**src/rtl/rtc_cal_pkg.sv**
```systemverilog
package rtc_cal_pkg;

  localparam int unsigned NFIELDS = 6;

  localparam logic [7:0] ADDR_CTRL = 8'h40;
  localparam logic [7:0] ADDR_STAT = 8'h44;
  localparam logic [7:0] ADDR_IEN  = 8'h48;
  localparam logic [7:0] TIME_END  = 8'h18;
  localparam logic [7:0] ALM_BASE  = 8'h20;
  localparam logic [7:0] ALM_END   = 8'h38;

  typedef logic [7:0] bcd8_t;
  typedef logic [NFIELDS-1:0][7:0] cal_t;

  // next BCD value, no wrap handling
  function automatic bcd8_t bcd_next(bcd8_t v);
    if (v[3:0] >= 4'd9) return {v[7:4] + 4'd1, 4'h0};
    return {v[7:4], v[3:0] + 4'd1};
  endfunction

  // BCD year divisible by four
  function automatic logic leap_year(bcd8_t y);
    if (y[4]) return (y[3:0] == 4'd2) || (y[3:0] == 4'd6);
    return (y[3:0] == 4'd0) || (y[3:0] == 4'd4) || (y[3:0] == 4'd8);
  endfunction

  function automatic bcd8_t month_last(bcd8_t m, bcd8_t y);
    case (m)
      8'h02:                      return leap_year(y) ? 8'h29 : 8'h28;
      8'h04, 8'h06, 8'h09, 8'h11: return 8'h30;
      default:                    return 8'h31;
    endcase
  endfunction

endpackage

```
**src/rtl/rtc_prescaler.sv**
```systemverilog
module rtc_prescaler #(
  parameter int unsigned TICKS_PER_SEC = 32768
) (
  input  logic clk,
  input  logic rst_n,
  input  logic run,
  input  logic tick,
  input  logic clr,
  output logic strobe,
  output logic busy
);
  localparam int unsigned CW = (TICKS_PER_SEC > 1) ? $clog2(TICKS_PER_SEC) : 1;
  localparam logic [CW-1:0] LAST = CW'(TICKS_PER_SEC - 1);

  logic [CW-1:0] cnt;
  logic          at_last;

  assign at_last = (cnt == LAST);
  assign busy    = run & at_last;
  assign strobe  = run & tick & ~clr & at_last;

  always_ff @(posedge clk) begin
    if (!rst_n)          cnt <= '0;
    else if (clr)        cnt <= '0;
    else if (run & tick) cnt <= at_last ? '0 : cnt + CW'(1);
  end


  cnt_range_chk: assert property (@(posedge clk) disable iff (!rst_n)
    {1'b0, cnt} < (CW+1)'(TICKS_PER_SEC));


  busy_fall_chk: assert property (@(posedge clk) disable iff (!rst_n)
    $fell(busy) |-> (!run || $past(clr) || $past(tick)));

endmodule

```
**src/rtl/rtc_time_counter.sv**
```systemverilog
module rtc_time_counter
  import rtc_cal_pkg::*;
(
  input  logic       clk,
  input  logic       rst_n,
  input  logic       step,
  input  logic       wr_en,
  input  logic [2:0] wr_field,
  input  logic [7:0] wr_data,
  output cal_t       now_o,
  output logic [3:1] roll_o
);
  cal_t               fld, fmax, fmin;
  logic [NFIELDS-1:0] inc;

  always_comb begin
    fmax[0] = 8'h59;
    fmax[1] = 8'h59;
    fmax[2] = 8'h23;
    fmax[3] = month_last(fld[4], fld[5]);
    fmax[4] = 8'h12;
    fmax[5] = 8'h99;
    fmin    = '0;
    fmin[3] = 8'h01;
    fmin[4] = 8'h01;
  end

  assign inc[0] = step;

  for (genvar f = 0; f < NFIELDS; f++) begin : g_field
    localparam logic [7:0] RSTV = (f == 3 || f == 4) ? 8'h01 : 8'h00;
    logic [7:0] q;
    always_ff @(posedge clk) begin
      if (!rst_n)                        q <= RSTV;
      else if (wr_en && wr_field == 3'(f)) q <= wr_data;
      else if (inc[f])                   q <= (q == fmax[f]) ? fmin[f] : bcd_next(q);
    end
    assign fld[f] = q;
    if (f < NFIELDS - 1) begin : g_carry
      assign inc[f+1] = inc[f] & (q == fmax[f]);
    end
  end

  assign now_o  = fld;
  assign roll_o = inc[3:1];


  sec_wrap_chk: assert property (@(posedge clk) disable iff (!rst_n)
    (step && !wr_en && fld[0] == 8'h59) |=> (fld[0] == 8'h00));


  day_wrap_chk: assert property (@(posedge clk) disable iff (!rst_n)
    (step && !wr_en && fld[0] == 8'h59 && fld[1] == 8'h59 && fld[2] == 8'h23
     && fld[3] == month_last(fld[4], fld[5])) |=> (fld[3] == 8'h01));

endmodule

```
**src/rtl/rtc_alarm_match.sv**
```systemverilog
module rtc_alarm_match
  import rtc_cal_pkg::*;
(
  input  logic       clk,
  input  logic       rst_n,
  input  logic       wr_en,
  input  logic [2:0] wr_field,
  input  logic [7:0] wr_data,
  input  cal_t       now_i,
  output cal_t       alm_o,
  output logic       hit_o
);
  cal_t alm;

  for (genvar f = 0; f < NFIELDS; f++) begin : g_alm
    logic [7:0] q;
    always_ff @(posedge clk) begin
      if (!rst_n)                          q <= 8'h00;
      else if (wr_en && wr_field == 3'(f)) q <= wr_data;
    end
    assign alm[f] = q;
  end

  assign alm_o = alm;
  assign hit_o = (alm == now_i);

endmodule

```
**src/rtl/bcd_calendar_rtc.sv**
```systemverilog
module bcd_calendar_rtc
  import rtc_cal_pkg::*;
#(
  parameter int unsigned TICKS_PER_SEC = 32768
) (
  input  logic       clk,
  input  logic       rst_n,
  input  logic       tick_32k,
  input  logic       reg_sel,
  input  logic       reg_we,
  input  logic [7:0] reg_addr,
  input  logic [7:0] reg_wdata,
  output logic [7:0] reg_rdata,
  output logic       irq_tick,
  output logic       irq_alarm
);
  logic       time_hit, alm_hit, wr;
  logic       time_wr, alm_wr;
  logic [2:0] fidx;
  logic       run_q, ien_tick_q, ien_alm_q, upd_q;
  logic       strobe, busy, match;
  logic [6:2] flags;
  logic [6:2] set_v;
  logic [3:1] roll;
  cal_t       now_t, alm_t;

  assign wr       = reg_sel & reg_we;
  assign fidx     = reg_addr[4:2];
  assign time_hit = (reg_addr < TIME_END) && (reg_addr[1:0] == 2'b00);
  assign alm_hit  = (reg_addr >= ALM_BASE) && (reg_addr < ALM_END) && (reg_addr[1:0] == 2'b00);
  assign time_wr  = wr & time_hit;
  assign alm_wr   = wr & alm_hit;

  rtc_prescaler #(.TICKS_PER_SEC(TICKS_PER_SEC)) u_presc (
    .clk    (clk),
    .rst_n  (rst_n),
    .run    (run_q),
    .tick   (tick_32k),
    .clr    (time_wr),
    .strobe (strobe),
    .busy   (busy)
  );

  rtc_time_counter u_time (
    .clk      (clk),
    .rst_n    (rst_n),
    .step     (strobe),
    .wr_en    (time_wr),
    .wr_field (fidx),
    .wr_data  (reg_wdata),
    .now_o    (now_t),
    .roll_o   (roll)
  );

  rtc_alarm_match u_alarm (
    .clk      (clk),
    .rst_n    (rst_n),
    .wr_en    (alm_wr),
    .wr_field (fidx),
    .wr_data  (reg_wdata),
    .now_i    (now_t),
    .alm_o    (alm_t),
    .hit_o    (match)
  );

  assign set_v = {upd_q & match, roll, strobe};

  always_ff @(posedge clk) begin
    if (!rst_n) begin
      run_q      <= 1'b0;
      ien_tick_q <= 1'b0;
      ien_alm_q  <= 1'b0;
      upd_q      <= 1'b0;
      flags      <= '0;
    end else begin
      upd_q <= strobe;
      if (wr && reg_addr == ADDR_CTRL) run_q <= reg_wdata[0];
      if (wr && reg_addr == ADDR_IEN) begin
        ien_tick_q <= reg_wdata[2];
        ien_alm_q  <= reg_wdata[3];
      end
      if (wr && reg_addr == ADDR_STAT) flags <= (flags & ~reg_wdata[6:2]) | set_v;
      else                             flags <= flags | set_v;
    end
  end

  assign irq_tick  = flags[2] & ien_tick_q;
  assign irq_alarm = flags[6] & ien_alm_q;

  always_comb begin
    reg_rdata = 8'h00;
    if (reg_sel) begin
      if (time_hit || alm_hit) begin
        case (fidx)
          3'd0, 3'd1, 3'd2, 3'd3, 3'd4, 3'd5:
            reg_rdata = time_hit ? now_t[fidx] : alm_t[fidx];
          default: reg_rdata = 8'h00;
        endcase
      end else if (reg_addr == ADDR_CTRL) begin
        reg_rdata = {7'b0, run_q};
      end else if (reg_addr == ADDR_STAT) begin
        reg_rdata = {1'b0, flags, run_q, busy};
      end else if (reg_addr == ADDR_IEN) begin
        reg_rdata = {4'b0, ien_alm_q, ien_tick_q, 2'b00};
      end
    end
  end


  alarm_rise_chk: assert property (@(posedge clk) disable iff (!rst_n)
    $rose(flags[6]) |-> $past(upd_q && match));


  stopped_hold_chk: assert property (@(posedge clk) disable iff (!rst_n)
    (!run_q && !time_wr) |=> $stable(now_t));

endmodule

```
**config.mk**
```make
export PLATFORM = sky130hd
export DESIGN_NAME = bcd_calendar_rtc
export DESIGN_NICKNAME = d
export VERILOG_FILES = /design/src/rtl/rtc_cal_pkg.sv /design/src/rtl/rtc_prescaler.sv /design/src/rtl/rtc_time_counter.sv /design/src/rtl/rtc_alarm_match.sv /design/src/rtl/bcd_calendar_rtc.sv
export SDC_FILE = /design/constraint.sdc
export NUM_CORES = 1
export LEC_CHECK = 0
export ABC_AREA = 0
export BUFFER_PORTS_ARGS = -buffer_cell sky130_fd_sc_hd__buf_4
export CAP_MARGIN = 30
export CELL_PAD_IN_SITES_DETAIL_PLACEMENT = 1
export CELL_PAD_IN_SITES_GLOBAL_PLACEMENT = 1
export CORE_MARGIN = 4
export CORE_UTILIZATION = 43
export DETAILED_ROUTE_END_ITERATION = 6
export PLACE_DENSITY_LB_ADDON = 0.1
export SETUP_SLACK_MARGIN = 0.2
export SYNTH_ARGS = -nofsm -noshare
export SYNTH_HDL_FRONTEND = slang
export SYNTH_SLANG_ARGS = --single-unit
```
**constraint.sdc**
```tcl
create_clock -name clk -period 3.1 [get_ports clk]
set_input_delay 0.62 -clock clk [delete_from_list [all_inputs] [get_ports clk]]
set_output_delay 0.62 -clock clk [all_outputs]
set_load 0.02 [all_outputs]
```
* Yosys cells after proc, flatten, opt, wreduce, memory -nomap -nowiden
Index checks and enable logic that the tools add are counted.
Word-level totals: output and inout bits 10, bits in registers 120, input bits 21
Operators by class: magnitude comparators 10, reductions and logical operators 46, mux-type cells 74, bitwise logic cells 21, add/subtract/negate cells 13, equal/unequal tests 25
Operator list (number):
- $mux 8 | 36
- $add 4x1->4 const B | 12
- $bmux 8 s3 | 2
- $eq 48x48->1 | 1
- $eq 8x7->1 const B | 5
- $mux 1 | 30
- $ge 4x4->1 const B | 6
- $logic_and 1x1->1 | 18
- $reduce_bool 3->1 | 6
- $eq 8x3->1 const B | 2
- $eq 8x5->1 const B | 2
- $pmux 8 s2 | 1
- $add 15x1->15 const B | 1
- $and 1x1->1 | 15
- $eq 15x15->1 const B | 1
- $mux 15 | 1
- $mux 7 | 2
- $reduce_and 2->1 | 6
- $reduce_bool 2->1 | 6
- $or 5x5->5 | 2
- $eq 4x3->1 const B | 2
- $eq 8x2->1 const B | 1
- $eq 8x4->1 const B | 1
- $eq 8x6->1 const B | 1
- 23 further kinds | 29

* Depth between registers and ports, before layout
Gate-level depths: netlist (run 1).
depth in word-level cells 18, gate-level depth with buffers 10, depth with buffers taken out 9

* Hierarchy
Synthesis (run 1) repeated with hierarchy kept, for this count alone.
Second synthesis, totals: cell total of the unflattened synthesis 984, area total of the unflattened synthesis 8225.4 um^2
By module, submodules not included:
- rtc_time_counter | area an instance 3533.4 um^2, cells an instance 457, instances 1
- rtc_alarm_match | area an instance 2411.1 um^2, cells an instance 273, instances 1
- bcd_calendar_rtc | area an instance 1544.0 um^2, cells an instance 169, instances 1
- rtc_prescaler | area an instance 737.0 um^2, cells an instance 85, instances 1

* Worst setup path before layout (run 1)
OpenSTA, ideal clock, no wires.
path type input-to-output, start input port reg_addr[2], end output port reg_rdata[7], path slack -0.466 ns, arrival 2.946 ns, buffers on the path 3, stages on the path 7, cells stage by stage clkbuf_1 > buf_2 > buf_2 > mux2i_1 > nor2_1 > o22ai_1 > a2111oi_0
Between the ends: word-level cells in the longest chain between the ends 6, elaborated cells between the ends (all ways) 22, classes of those cells 3 x order compare; 5 x eq/ne; 8 x mux; 6 x reduce/logical
RTL lines:
- start: declaration | line bcd_calendar_rtc.sv:11 | input logic [7:0] reg_addr,
- $lt 8x5->1 (tied with other cells) | line bcd_calendar_rtc.sv:29 | assign time_hit = (reg_addr < TIME_END) && (reg_addr[1:0] == 2'b00);
- $logic_and 1x1->1 (tied with other cells) | line bcd_calendar_rtc.sv:29
- $mux 8 / $logic_and 1x1->1 (equally long branches) | line bcd_calendar_rtc.sv:96, bcd_calendar_rtc.sv:30
- $mux 8 / $logic_or 1x1->1 (equally long branches) | line bcd_calendar_rtc.sv:94, bcd_calendar_rtc.sv:93
- $mux 8 * | line bcd_calendar_rtc.sv:93 | if (time_hit || alm_hit) begin
- $mux 8 * | line bcd_calendar_rtc.sv:92 | if (reg_sel) begin
- end: declaration | line bcd_calendar_rtc.sv:13 | output logic [7:0] reg_rdata,
Every way passes the cells marked *; elsewhere a longest branch is shown, timed or not. The select of a mux whose other input is x is not followed.

* Worst setup path after layout (run 1)
start input port reg_addr[3], end output port reg_rdata[1]
The elaborated chain is that of the path after synthesis.

==> out/metrics.cfg, run 1 <==
[sta]
tightest_slew_ns=0.761
fmax_mhz=350
layout_worst_path_cycle_share_pct=92.1
skew_ns=0.0117
finalHoldViolations=0
fin_hold_ws_ns=0.476
fin_tns_setup_ns=0
min_period_ns=2.85
grt_setup_unrepaired=yes
setup_viol=0
number_of_pins_with_negative_max_slew_slack_in_the_final_report=0
relSlewSlack_pct=49.1

[placement]
gp_congestion=0.970
buffer_ports.inserted=30
place.detailed.hpwl_um=22600
place.detailed.instances=1213
post_dp_cell_area_um2=8870

[global_routing]
grt_first_pass_wirelength_um=48000
groute.usage.overall_pct=30.6
grt.overflow.total=0
antenna_found_initial=0
grt_pass1_vias=8184
grt_max_degree=51

[synth]
synth.yosys.seq_area_share_pct=30.4
synth_enable_flop_cells=0
syn_area_per_cell_um2=8.49
synth_area_leader_cell=sky130_fd_sc_hd__dfxtp_1
mappedNetlistArea_um2=7910
syn-num-nets=988
synthCells=932
post_synth_num_cell_types=79
yosysWarningCount=0
yosys_register_bits=120
post_synth_arst_share_pct=0
synth.area.top_cells=sky130_fd_sc_hd__dfxtp_1, sky130_fd_sc_hd__mux2i_1, sky130_fd_sc_hd__ha_1, sky130_fd_sc_hd__nor2_1, sky130_fd_sc_hd__mux4_2
post-synth-top-area-fraction_pct=30.4
dominantRegCellSynth=sky130_fd_sc_hd__dfxtp_1

[die]
coreArea_um2=18000
floorplan.die.height_um=144
floorplan.initialDensity_pct=43.9
io-pin-count=31
die_area_um2=20600
die_width_um=144
num_rows=49

[drt]
drc=0
drt_wl_total_um=31200
routed_wire_length_per_instance_um=24.9
dr.first_iter.drc_count=611
drt_pass1_iterations=5
postRouteAntennaNets=0
viasPerCell=6.30
num_vias=7918

[setup_path]
cp-end-kind=output pin
worst_ep_required_time_ns=2.48
worst-path-max-fanout=6
timing.setup.critical_path_class=in2out
worstSetupStartpointType=input port
timing.reg2reg.worst_path_depth=10
cp.arrival_ns=2.23

[clock_tree]
cts_max_path_bufs=2
clock_tree_from_tritoncts=yes
clkLatencyLatePin_ns=0.43
clock_tree.htree_level_count=4
cts-root-buf=sky130_fd_sc_hd__clkbuf_16
total_cts_buffers=17
cts.clk_slew.worst_paths_ns=0.06
cts-hold-fix-buffers=0
cts_sinks=120

[final_layout]
instances_no_fill=1257
layout.nets=1071
antenna_cells=0
layout_commonest_cell=sky130_fd_sc_hd__dfxtp_1
final_design_area_no_fill_um2=9740
area_delta_synth_final_pct=23.1
highest_count_cells_in_the_layout_ignoring_fill_and_taps=sky130_fd_sc_hd__dfxtp_1, sky130_fd_sc_hd__nor2_1, sky130_fd_sc_hd__buf_4
final_layout_size_suffix_gt1_share_pct=21.1

[power_and_ir_drop]
power.leakage_nw=3.62
vdd_drop_max_mv=0.382
power_per_cell_area_nw_per_um2=411

[worst_hold_path]
count_of_cells_along_the_worst_hold_path=2
worst_hold_path_type=reg2reg

[job]
cap_viol_max_count=0

[status]
outcome=finished clean

==> logic make-up after synthesis <==
family | after synthesis | share of synthesized area (%)
adder cells (fa/ha/maj) | 35 | 5.54
AO/OA/AOI/OAI | 185 | 15.6
buffers and inverters | 84 | 4.35
XOR/XNOR | 62 | 6.86
flip-flops | 120 | 30.4
multiplexers | 87 | 13.5
AND/OR/NAND/NOR | 359 | 23.8
==> layer usage <==
metal  global-route usage, %  share of wire [%]
met5                       0                  0
met4                    12.3                3.8
met3                    5.29                6.4
met2                    49.8                 46
met1                    40.3                 44
==> critical path, stage by stage <==
cell and delay (ns):
sky130_fd_sc_hd__buf_4 0.15, sky130_fd_sc_hd__a211o_4 0.39, sky130_fd_sc_hd__nor3_4 0.24, sky130_fd_sc_hd__and2_4 0.23
sky130_fd_sc_hd__o21ai_0 0.15, sky130_fd_sc_hd__o22ai_1 0.20, sky130_fd_sc_hd__nor3_2 0.08, sky130_fd_sc_hd__buf_4 0.17
==> power breakdown <==
group	total [mW]	internal (mW)	switching, mW	leakage [nW]
clock	2.19	1.45	0.744	0.306
sequential	1.56	1.55	0.00853	0.966
combinational	0.256	0.0850	0.171	2.35
==> synthesized netlist by cell type, types with 3 or more instances <==
| cell type | n |
|---|---|
| sky130_fd_sc_hd__nor3b_1 | 4 |
| sky130_fd_sc_hd__nor2b_1 | 3 |
| sky130_fd_sc_hd__inv_1 | 30 |
| sky130_fd_sc_hd__o31ai_1 | 6 |
| sky130_fd_sc_hd__clkbuf_1 | 36 |
| sky130_fd_sc_hd__o211ai_1 | 6 |
| sky130_fd_sc_hd__a221oi_1 | 7 |
| sky130_fd_sc_hd__nor3_2 | 5 |
| sky130_fd_sc_hd__a211oi_1 | 11 |
| sky130_fd_sc_hd__nor4_1 | 9 |
| sky130_fd_sc_hd__xnor2_1 | 40 |
| sky130_fd_sc_hd__o31a_1 | 3 |
| sky130_fd_sc_hd__or3_1 | 7 |
| sky130_fd_sc_hd__nand3b_1 | 4 |
| sky130_fd_sc_hd__nor3_1 | 25 |
| sky130_fd_sc_hd__nor4_4 | 3 |
| sky130_fd_sc_hd__a21oi_1 | 36 |
| sky130_fd_sc_hd__mux4_2 | 16 |
| sky130_fd_sc_hd__nand4b_1 | 7 |
| sky130_fd_sc_hd__and2_1 | 12 |
| sky130_fd_sc_hd__nor2_2 | 4 |
| sky130_fd_sc_hd__buf_2 | 12 |
| sky130_fd_sc_hd__nor2_1 | 114 |
| sky130_fd_sc_hd__and3_1 | 7 |
| sky130_fd_sc_hd__nand4_1 | 15 |
| sky130_fd_sc_hd__a32oi_1 | 5 |
| sky130_fd_sc_hd__a21o_1 | 4 |
| sky130_fd_sc_hd__o221ai_1 | 3 |
| sky130_fd_sc_hd__or4_1 | 5 |
| sky130_fd_sc_hd__xor2_1 | 22 |
| sky130_fd_sc_hd__nand2_1 | 72 |
| sky130_fd_sc_hd__o22ai_1 | 8 |
| sky130_fd_sc_hd__ha_1 | 35 |
| sky130_fd_sc_hd__dfxtp_1 | 120 |
| sky130_fd_sc_hd__o21ai_0 | 44 |
| sky130_fd_sc_hd__mux2i_1 | 71 |
| sky130_fd_sc_hd__nand3_1 | 34 |
| sky130_fd_sc_hd__a22oi_1 | 5 |
| sky130_fd_sc_hd__nand2b_1 | 10 |
| sky130_fd_sc_hd__a2bb2oi_1 | 4 |
| sky130_fd_sc_hd__a31oi_1 | 20 |
==> state kept, by name (all words and copies together), names as in the netlist <==
signal            flops
u_presc.cnt          15
u_alarm.g_alm.q      48
upd_q                 1
ien_alm_q             1
u_time.g_field.q     48
ien_tick_q            1
flags                 5
run_q                 1
==> through the flow <==
stage                     power [mW]  util [%]  setup slack [ns]
after floorplan                 1.72         -             0.204
after global placement          1.81      49.2            0.0299
after detailed placement        1.82      49.2          -0.00130
after CTS                       4.00      53.2             0.211
after global routing            4.11      54.0             0.150
final                           4.00      54.0             0.246
==> path summary, 6_finish.rpt <==
| path | start | endpoint | slack (ns) |
|---|---|---|---|
| worst min register to register | flags[3] | flags[3] | 0.48 |
| worst min-delay path | flags[3] | flags[3] | 0.48 |
| worst max-delay path | reg_addr[3] | reg_rdata[1] | 0.25 |
| worst max register to register | u_time.g_field[1].q[1] | u_time.g_field[5].q[3] | 0.31 |
==> what timing repair did <==
action | in CTS | in global routing
endpoints found under the setup margin | 13 | 23
pin swaps | 3 | 6
hold endpoints to repair | 0 | 0
gates resized for setup | 13 | 20
setup buffers | 6 | 5
==> final cells by class <==
type / count / area, um2
Tap cell: 229 / 287
Clock inverter: 8 / 169
Clock buffer: 24 / 462
Sequential cell: 120 / 2400
Inverter: 31 / 120
Fill cell: 2143 / 8290
Multi-Input combinational cell: 728 / 5360
Timing Repair Buffer: 117 / 937
Note: power is estimated with default switching activity, not from simulation.
==> inputs of run 2 (changes only) <==
--- a/config.mk
+++ b/config.mk
@@ -5,13 +5,13 @@
 export SDC_FILE = /design/constraint.sdc
 export NUM_CORES = 1
 export LEC_CHECK = 0
-export ABC_AREA = 0
+export ABC_AREA = 1
 export BUFFER_PORTS_ARGS = -buffer_cell sky130_fd_sc_hd__buf_4
 export CAP_MARGIN = 30
 export CELL_PAD_IN_SITES_DETAIL_PLACEMENT = 1
 export CELL_PAD_IN_SITES_GLOBAL_PLACEMENT = 1
 export CORE_MARGIN = 4
-export CORE_UTILIZATION = 43
+export CORE_UTILIZATION = 41
 export DETAILED_ROUTE_END_ITERATION = 6
 export PLACE_DENSITY_LB_ADDON = 0.1
 export SETUP_SLACK_MARGIN = 0.2
==> run 2 against run 1 <==
Net effect:
- die area increased by 3.3%
- clock-buffer cell count decreased by 7
- synthesized cell count increased by 24%
- sequential power about the same
- area after synthesis decreased by 1.3%
- first-iteration DRC count increased by 22%
- critical path type unchanged
- critical endpoint is now reg_rdata[6]
- largest cell class unchanged
==> out/metrics.cfg, run 2 <==
[status]
outcome=finished clean

[synth]
post_synth_arst_share_pct=0  ; unchanged
synth.yosys.seq_area_share_pct=30.8  ; +0.40 points
synth_area_leader_cell=sky130_fd_sc_hd__dfxtp_1
synth_enable_flop_cells=0  ; unchanged
most_frequent_cell_after_synthesis=sky130_fd_sc_hd__nand2_1
dominantRegCellSynth=sky130_fd_sc_hd__dfxtp_1
mappedNetlistArea_um2=7810  ; -1.3%
syn_area_per_cell_um2=6.74  ; -21%
synth.area.top_cells=sky130_fd_sc_hd__dfxtp_1, sky130_fd_sc_hd__nand2_1, sky130_fd_sc_hd__o21ai_0, sky130_fd_sc_hd__inv_1, sky130_fd_sc_hd__a21oi_1
post-synth-top-area-fraction_pct=30.8  ; +0.40 points
yosysWarningCount=0  ; unchanged
synthCells=1159  ; +24%
yosys_register_bits=120  ; unchanged
syn-num-nets=1215  ; +23%
post_synth_num_cell_types=49  ; -38%
synthTopCellsByCount=sky130_fd_sc_hd__nand2_1, sky130_fd_sc_hd__inv_1, sky130_fd_sc_hd__o21ai_0

[global_routing]
groute.usage.overall_pct=31.2  ; +0.62 points
antenna_found_initial=0  ; unchanged
grt_pass1_vias=8506  ; +3.9%
grt_max_degree=61  ; +20%
grt_first_pass_wirelength_um=51500  ; +7.4%
grt.overflow.total=0  ; unchanged

[sta]
finalHoldViolations=0  ; unchanged
layout_worst_path_cycle_share_pct=90.1  ; -2.0 points
setup_viol=0  ; unchanged
fin_hold_ws_ns=0.479  ; +0.00270 ns
fin_tns_setup_ns=0  ; unchanged
tightest_slew_ns=0.755  ; -0.00602 ns
timing.final.ws_setup_ns=0.307  ; +0.0615 ns
relSlewSlack_pct=49.0  ; about the same
min_period_ns=2.79  ; -0.0615 ns
grt_setup_unrepaired=yes
number_of_pins_with_negative_max_slew_slack_in_the_final_report=0  ; unchanged
fmax_mhz=358  ; +2.2%
skew_ns=0.0101  ; -0.00160 ns

[die]
die_width_um=146  ; +1.6%
die_area_um2=21300  ; +3.3%
floorplan.initialDensity_pct=41.7  ; -2.2 points
num_rows=50  ; +2.0%
coreArea_um2=18700  ; +3.8%
io-pin-count=31  ; unchanged
floorplan.die.height_um=146  ; +1.6%

[final_layout]
layout_commonest_cell=sky130_fd_sc_hd__nand2_1
highest_count_cells_in_the_layout_ignoring_fill_and_taps=sky130_fd_sc_hd__nand2_1, sky130_fd_sc_hd__inv_1, sky130_fd_sc_hd__o21ai_0
sequential_cell_area_um2=2400  ; unchanged
instances_no_fill=1440  ; +15%
layout.nets=1249  ; +17%
area_delta_synth_final_pct=15.5
reg_top3=u_alarm.g_alm.q: 48 flops, u_time.g_field.q: 48 flops, u_presc.cnt: 15 flops
multi_input_area_um2=4610  ; -14%
num-fill-cells=2449  ; +14%
antenna_cells=0  ; unchanged
final_layout_size_suffix_gt1_share_pct=12.5  ; -8.6 points

[setup_path]
wp_buf_inv=6  ; +4
number_of_stages_on_the_worst_setup_path=11  ; +3
worst_path_max_delay_cell=sky130_fd_sc_hd__o21ai_0
timing.setup.critical_path_class=in2out
path_cells=buf_4, inv_1, nor2_2, inv_6, buf_4, o221ai_1, a21oi_1, o21ai_0, nand3_1, inv_1, buf_4
worst_setup_path_endpoint=reg_rdata[6]
cp.arrival_ns=2.17  ; -0.06 ns
timing.reg2reg.worst_path_depth=12  ; +2
library_cell_appearing_most_often_on_the_critical_path=sky130_fd_sc_hd__buf_4
worst_r2r_startpoint=u_time.g_field[1].q[5]
worst_ep_required_time_ns=2.48  ; about the same
critical_path.reg2reg.endpoint=u_time.g_field[5].q[5]
slowest_delay_ns=0.26  ; -0.13 ns
worstSetupStartpoint=reg_addr[2]
worstSetupStartpointType=input port
path_delay_family=buffers and inverters
worst-path-max-fanout=24  ; +18
cp-end-kind=output pin
r2r_slack_ns=0.60  ; +0.29 ns

[power_and_ir_drop]
power.internal_mw=2.81  ; -8.7%
power.leakage_nw=3.58  ; -1.2%
power_frac_comb_pct=6.3  ; about the same
report.power.total_mw=3.85  ; -3.9%
share_seq_of_total_power_pct=40.1  ; +1.2 points
power_per_cell_area_nw_per_um2=427  ; +3.8%
switching_power_mw=1.04  ; +12%
pwr-share-clk_pct=53.5  ; -1.2 points
power.switching_fraction_pct=26.9  ; +3.9 points
vdd_drop_max_mv=0.331  ; -14%

[clock_tree]
cts.clk_slew.worst_paths_ns=0.06  ; about the same
clkLatencyLatePin_ns=0.43  ; about the same
total_cts_buffers=17  ; unchanged
cts_max_path_bufs=2  ; unchanged
clock_tree_from_tritoncts=yes
clock_tree.htree_level_count=4  ; unchanged
cts-hold-fix-buffers=0  ; unchanged
cts-root-buf=sky130_fd_sc_hd__clkbuf_16
cts_sinks=120  ; unchanged

[drt]
num_vias=8508  ; +7.5%
viasPerCell=5.91  ; -6.2%
routed_wire_length_per_instance_um=23.1  ; -7.0%
drt_pass1_iterations=7  ; +2
dr.first_iter.drc_count=746  ; +22%
drc=0  ; unchanged
drt_wl_total_um=33300  ; +6.6%
postRouteAntennaNets=0  ; unchanged

[job]
cap_viol_max_count=0  ; unchanged

[worst_hold_path]
timing.hold.worst.start=u_presc.cnt[11]
worst_hold_path_type=reg2reg

[placement]
placement.setup.worst_slack_ns=0.193  ; +0.194 ns
gp_congestion=1.05  ; +8.3%
place.detailed.instances=1407  ; +16%
place.detailed.hpwl_um=25300  ; +12%
buffer_ports.inserted=30  ; unchanged

[run 2: cell types whose count changed after synthesis, moves of 16 or more]
cell                      previous run  this run
sky130_fd_sc_hd__a21oi_1            36       103
sky130_fd_sc_hd__inv_1              30       139
sky130_fd_sc_hd__mux2i_1            71         0
sky130_fd_sc_hd__mux4_2             16         0
sky130_fd_sc_hd__nand2_1            72       184
sky130_fd_sc_hd__nand3_1            34        73
sky130_fd_sc_hd__nor2_1            114        82
sky130_fd_sc_hd__o21ai_0            44       133
sky130_fd_sc_hd__o22ai_1             8        62
sky130_fd_sc_hd__xnor2_1            40        13
[run 2: logic make-up (layout without fill, tap and decap cells)]
kind of cell,count (synthesis),in the layout,synth area share [%]
and+or+nand+nor,410,410,24.0
AOI/OAI and AO/OA,349,349,25.1
buffers and inverters,207,254,10.3
DFF,120,120,30.8
xor gates and xnor gates,38,38,4.26
adders and majority gates,35,35,5.61
[run 2: through the flow]
step,util [%],area [um2]
2_1_floorplan,-,7810
3_3_place_gp,44.9,8410
3_5_place_dp,44.9,8410
4_1_cts,48.1,9000
5_1_grt,48.2,9020
6_report,48.2,9020
[run 2: final cells by class]
cell class | instances | area share (%)
Clock inverter | 15 | 1.85
Tap cell | 234 | 3.25
Sequential cell | 120 | 26.6
Clock buffer | 17 | 4.72
Multi-Input combinational cell | 832 | 51.1
Timing Repair Buffer | 67 | 5.86
Inverter | 155 | 6.56
[run 2: metal layers]
metal / track usage [%] / up-vias / wire [um]
li1: - / 4011 / -
met1: 41.9 / 4104 / 15000
met2: 48.7 / 317 / 14700
met3: 6.94 / 76 / 2120
met4: 12.7 / 0 / 1470
met5: 0 / - / 0
[run 2: what timing repair did]
item | in CTS | in global routing
resized for setup | 1 | 4
setup buffers | 0 | 1
pin swaps | 0 | 1
setup endpoints to repair | 2 | 6
[run 2: worst min path at each step]
stage | to | slack [ns] | depth (start not counted)
2_1_floorplan | u_presc.cnt[11] | 0.44 | 2
3_3_place_gp | u_presc.cnt[11] | 0.46 | 2
3_5_place_dp | flags[4] | 0.47 | 2
4_1_cts | u_presc.cnt[11] | 0.48 | 2
5_1_grt | u_presc.cnt[13] | 0.52 | 1
6_report | u_presc.cnt[11] | 0.48 | 2
[run 2: tightest hold or removal path, stage by stage (launching register included)]
cell and delay, ns:
sky130_fd_sc_hd__dfxtp_1 0.32, sky130_fd_sc_hd__inv_1 0.06, sky130_fd_sc_hd__a21oi_1 0.05
[run 2: power groups by stage]
stage / clock [mW] / sequential, mW / combinational [mW]
finish: 2.06 / 1.54 / 0.244
global placement: 0 / 1.58 / 0.232
CTS: 2.07 / 1.54 / 0.236
floorplan: 0 / 1.58 / 0.128
detailed placement: 0 / 1.58 / 0.234
global route: 2.16 / 1.54 / 0.261
==> inputs of run 3 (changes only) <==
--- a/config.mk
+++ b/config.mk
@@ -10,7 +10,7 @@
 export CAP_MARGIN = 30
 export CELL_PAD_IN_SITES_DETAIL_PLACEMENT = 1
 export CELL_PAD_IN_SITES_GLOBAL_PLACEMENT = 1
-export CORE_MARGIN = 4
+export CORE_MARGIN = 2
 export CORE_UTILIZATION = 41
 export DETAILED_ROUTE_END_ITERATION = 6
 export PLACE_DENSITY_LB_ADDON = 0.1
==> run 3 against run 2 <==
Net effect:
- the flow now finishes with violations (DRC)
- sequential power about the same
- routed wire length decreased by 0.30%
- combinational power grew 3%
- power is 2.0% higher
- non-clock buffer count grew 11
- setup slack got worse by 0.041 ns
- final cell count rose by 0.76%
- via count rose by 1.7%
- worst hold slack worse by 0.0098 ns
- sequential share of layout area is 0.28 points lower
- clock power increased by 3%
- critical path type unchanged
- largest cell class unchanged
==> out/metrics.cfg, run 3 (synthesized netlist as in run 2, its figures left out) <==
[clock_tree]
clock_tree_from_tritoncts=yes
clock_tree.htree_level_count=4  ; unchanged
cts-root-buf=sky130_fd_sc_hd__clkbuf_16
post_cts_resized=1  ; unchanged
total_cts_buffers=17  ; unchanged
cts_setup_buffers=0  ; unchanged
cts.clk_slew.worst_paths_ns=0.07  ; about the same
cts-hold-fix-buffers=0  ; unchanged
cts_sinks=120  ; unchanged
clkLatencyLatePin_ns=0.43  ; about the same
cts_max_path_bufs=2  ; unchanged

[setup_path]
timing.setup.critical_path_class=in2out
cp.arrival_ns=2.21  ; +0.04 ns
timing.reg2reg.worst_path_depth=12  ; unchanged
path_delay_family=compound AO/OA/AOI/OAI gates
wp_buf_inv=4  ; -2
slowest_delay_ns=0.24  ; -0.02 ns
r2r_slack_ns=0.52  ; -0.08 ns
worst_r2r_startpoint=u_presc.cnt[0]
worstSetupStartpointType=input port
worst_ep_required_time_ns=2.48  ; about the same
path_cells=buf_4, inv_1, nand2_1, buf_4, o22ai_1, o21ai_0, o21ai_0, a22o_1, nor3_1, buf_4
library_cell_appearing_most_often_on_the_critical_path=sky130_fd_sc_hd__buf_4
worst-path-max-fanout=17  ; -29%
critical_path.reg2reg.endpoint=u_time.g_field[5].q[4]
cp-end-kind=output pin
worst_path_max_delay_cell=sky130_fd_sc_hd__buf_4

[sta]
tightest_slew_ns=0.640  ; -0.114 ns
grt_setup_unrepaired=yes
relSlewSlack_pct=56.8  ; +7.7 points
number_of_pins_with_negative_max_slew_slack_in_the_final_report=0  ; unchanged
timing.final.ws_setup_ns=0.266  ; -0.0415 ns
skew_ns=0.0119  ; +0.00185 ns
fmax_mhz=353  ; -1.5%
fin_tns_setup_ns=0  ; unchanged
min_period_ns=2.83  ; +0.0415 ns
setup_viol=0  ; unchanged
finalHoldViolations=0  ; unchanged
fin_hold_ws_ns=0.469  ; -0.00984 ns
layout_worst_path_cycle_share_pct=91.4  ; +1.3 points

[final_layout]
reg_top3=u_alarm.g_alm.q: 48 flops, u_time.g_field.q: 48 flops, u_presc.cnt: 15 flops
antenna_cells=0  ; unchanged
layout.nets=1260  ; +0.88%
final_layout_size_suffix_gt1_share_pct=13.2  ; +0.71 points
layout_commonest_cell=sky130_fd_sc_hd__nand2_1
highest_count_cells_in_the_layout_ignoring_fill_and_taps=sky130_fd_sc_hd__nand2_1, sky130_fd_sc_hd__inv_1, sky130_fd_sc_hd__o21ai_0
final_design_area_no_fill_um2=9110  ; +1.1%
area_delta_synth_final_pct=16.7

[die]
num_rows=50  ; unchanged
coreArea_um2=18700  ; unchanged
die_width_um=142  ; -2.7%
io-pin-count=31  ; unchanged
floorplan.initialDensity_pct=41.7  ; unchanged
die_area_um2=20200  ; -5.4%
floorplan.die.height_um=142  ; -2.7%

[power_and_ir_drop]
report.power.total_mw=3.92  ; +2.0%
power.switching_fraction_pct=25.5  ; -1.5 points
power_per_cell_area_nw_per_um2=431  ; +0.91%
vdd_drop_max_mv=0.372  ; +12%
share_seq_of_total_power_pct=39.3  ; -0.8 points
power.internal_mw=2.92  ; +4.0%
power.leakage_nw=3.64  ; +1.8%
switching_power_mw=1.00  ; -3.5%
power_frac_comb_pct=6.4  ; about the same
pwr-share-clk_pct=54.3  ; +0.8 points

[worst_hold_path]
worst_hold_path_type=reg2reg
count_of_cells_along_the_worst_hold_path=2  ; unchanged
timing.hold.worst.start=u_presc.cnt[11]
worst_hold_endpoint=u_presc.cnt[11]

[global_routing]
grt.overflow.total=0  ; unchanged
grt_pass1_vias=8653  ; +1.7%
grt_max_degree=61  ; unchanged
grt_first_pass_wirelength_um=51200  ; -0.54%
groute.usage.overall_pct=33.9  ; +2.7 points
antenna_found_initial=1  ; +1

[drt]
drc=2  ; +2
num_vias=8652  ; +1.7%
viasPerCell=5.96  ; +0.92%
routed_wire_length_per_instance_um=22.9  ; -1.1%
postRouteAntennaNets=0  ; unchanged
drt_pass1_iterations=7  ; unchanged
drt_wl_total_um=33200  ; -0.30%
dr.first_iter.drc_count=785  ; +5.2%

[status]
violations=DRC
outcome=finished with violations

[placement]
gp_congestion=0.987  ; -6.0%
placement.setup.worst_slack_ns=0.176  ; -0.0165 ns
place.detailed.hpwl_um=25200  ; -0.25%
buffer_ports.inserted=30  ; unchanged
post_dp_cell_area_um2=8480  ; +0.92%

[job]
cap_viol_max_count=0  ; unchanged

[run 3: cell types whose count changed in the layout (fill, tap and decap cells not counted)]
cell	delta
sky130_fd_sc_hd__nor2_1	+1
sky130_fd_sc_hd__inv_6	-1
sky130_fd_sc_hd__buf_4	+12
sky130_fd_sc_hd__nor2_2	-1
sky130_fd_sc_hd__buf_12	-1
sky130_fd_sc_hd__clkbuf_8	+2
sky130_fd_sc_hd__clkinv_4	-1
sky130_fd_sc_hd__bufinv_16	+1
sky130_fd_sc_hd__inv_8	-1
[run 3: worst min-delay path, cell delays in order (launching register included)]
cell	delay [ns]
sky130_fd_sc_hd__dfxtp_1	0.32
sky130_fd_sc_hd__inv_1	0.05
sky130_fd_sc_hd__a21oi_1	0.05
[run 3: layer usage]
| layer | GRT usage (%) | wire length, um |
|---|---|---|
| met1 | 46.2 | 14700 |
| met2 | 53.0 | 14900 |
| met3 | 5.82 | 2400 |
| met4 | 14.2 | 1240 |
| met5 | 0 | 0 |
[run 3: worst max-delay path by stage]
stage                      from            to  slack, ns  cells past startpoint
floorplan           reg_addr[2]  reg_rdata[1]       0.41                      9
global placement    reg_addr[2]  reg_rdata[4]       0.18                     11
detailed placement  reg_addr[2]  reg_rdata[4]       0.18                     11
CTS                 reg_addr[3]  reg_rdata[0]       0.25                     10
global route        reg_addr[2]  reg_rdata[3]       0.18                     10
finish              reg_addr[2]  reg_rdata[3]       0.27                     10
[run 3: final cells by class]
type,count,area (um2)
clock buffer,19,453
sequential,120,2400
multi-input combinational,832,4610
clock inverter,13,168
timing repair buffer,78,598
tap,234,293
fill,2465,9590
inverter,155,592
[run 3: per-stage QoR]
stage	util (%)	cells
5_1_grt	48.7	1451
3_5_place_dp	45.4	1419
2_1_floorplan	-	1159
4_1_cts	48.7	1451
3_3_place_gp	45.4	1419
6_report	48.7	1451
[run 3: power by group through the flow]
| stage | sequential [mW] | clock, mW | combinational (mW) |
|---|---|---|---|
| 2_1_floorplan | 1.58 | 0 | 0.128 |
| 5_1_grt | 1.54 | 2.20 | 0.266 |
| 6_report | 1.54 | 2.13 | 0.252 |
| 3_5_place_dp | 1.58 | 0 | 0.243 |
| 3_3_place_gp | 1.58 | 0 | 0.242 |
| 4_1_cts | 1.54 | 2.14 | 0.245 |
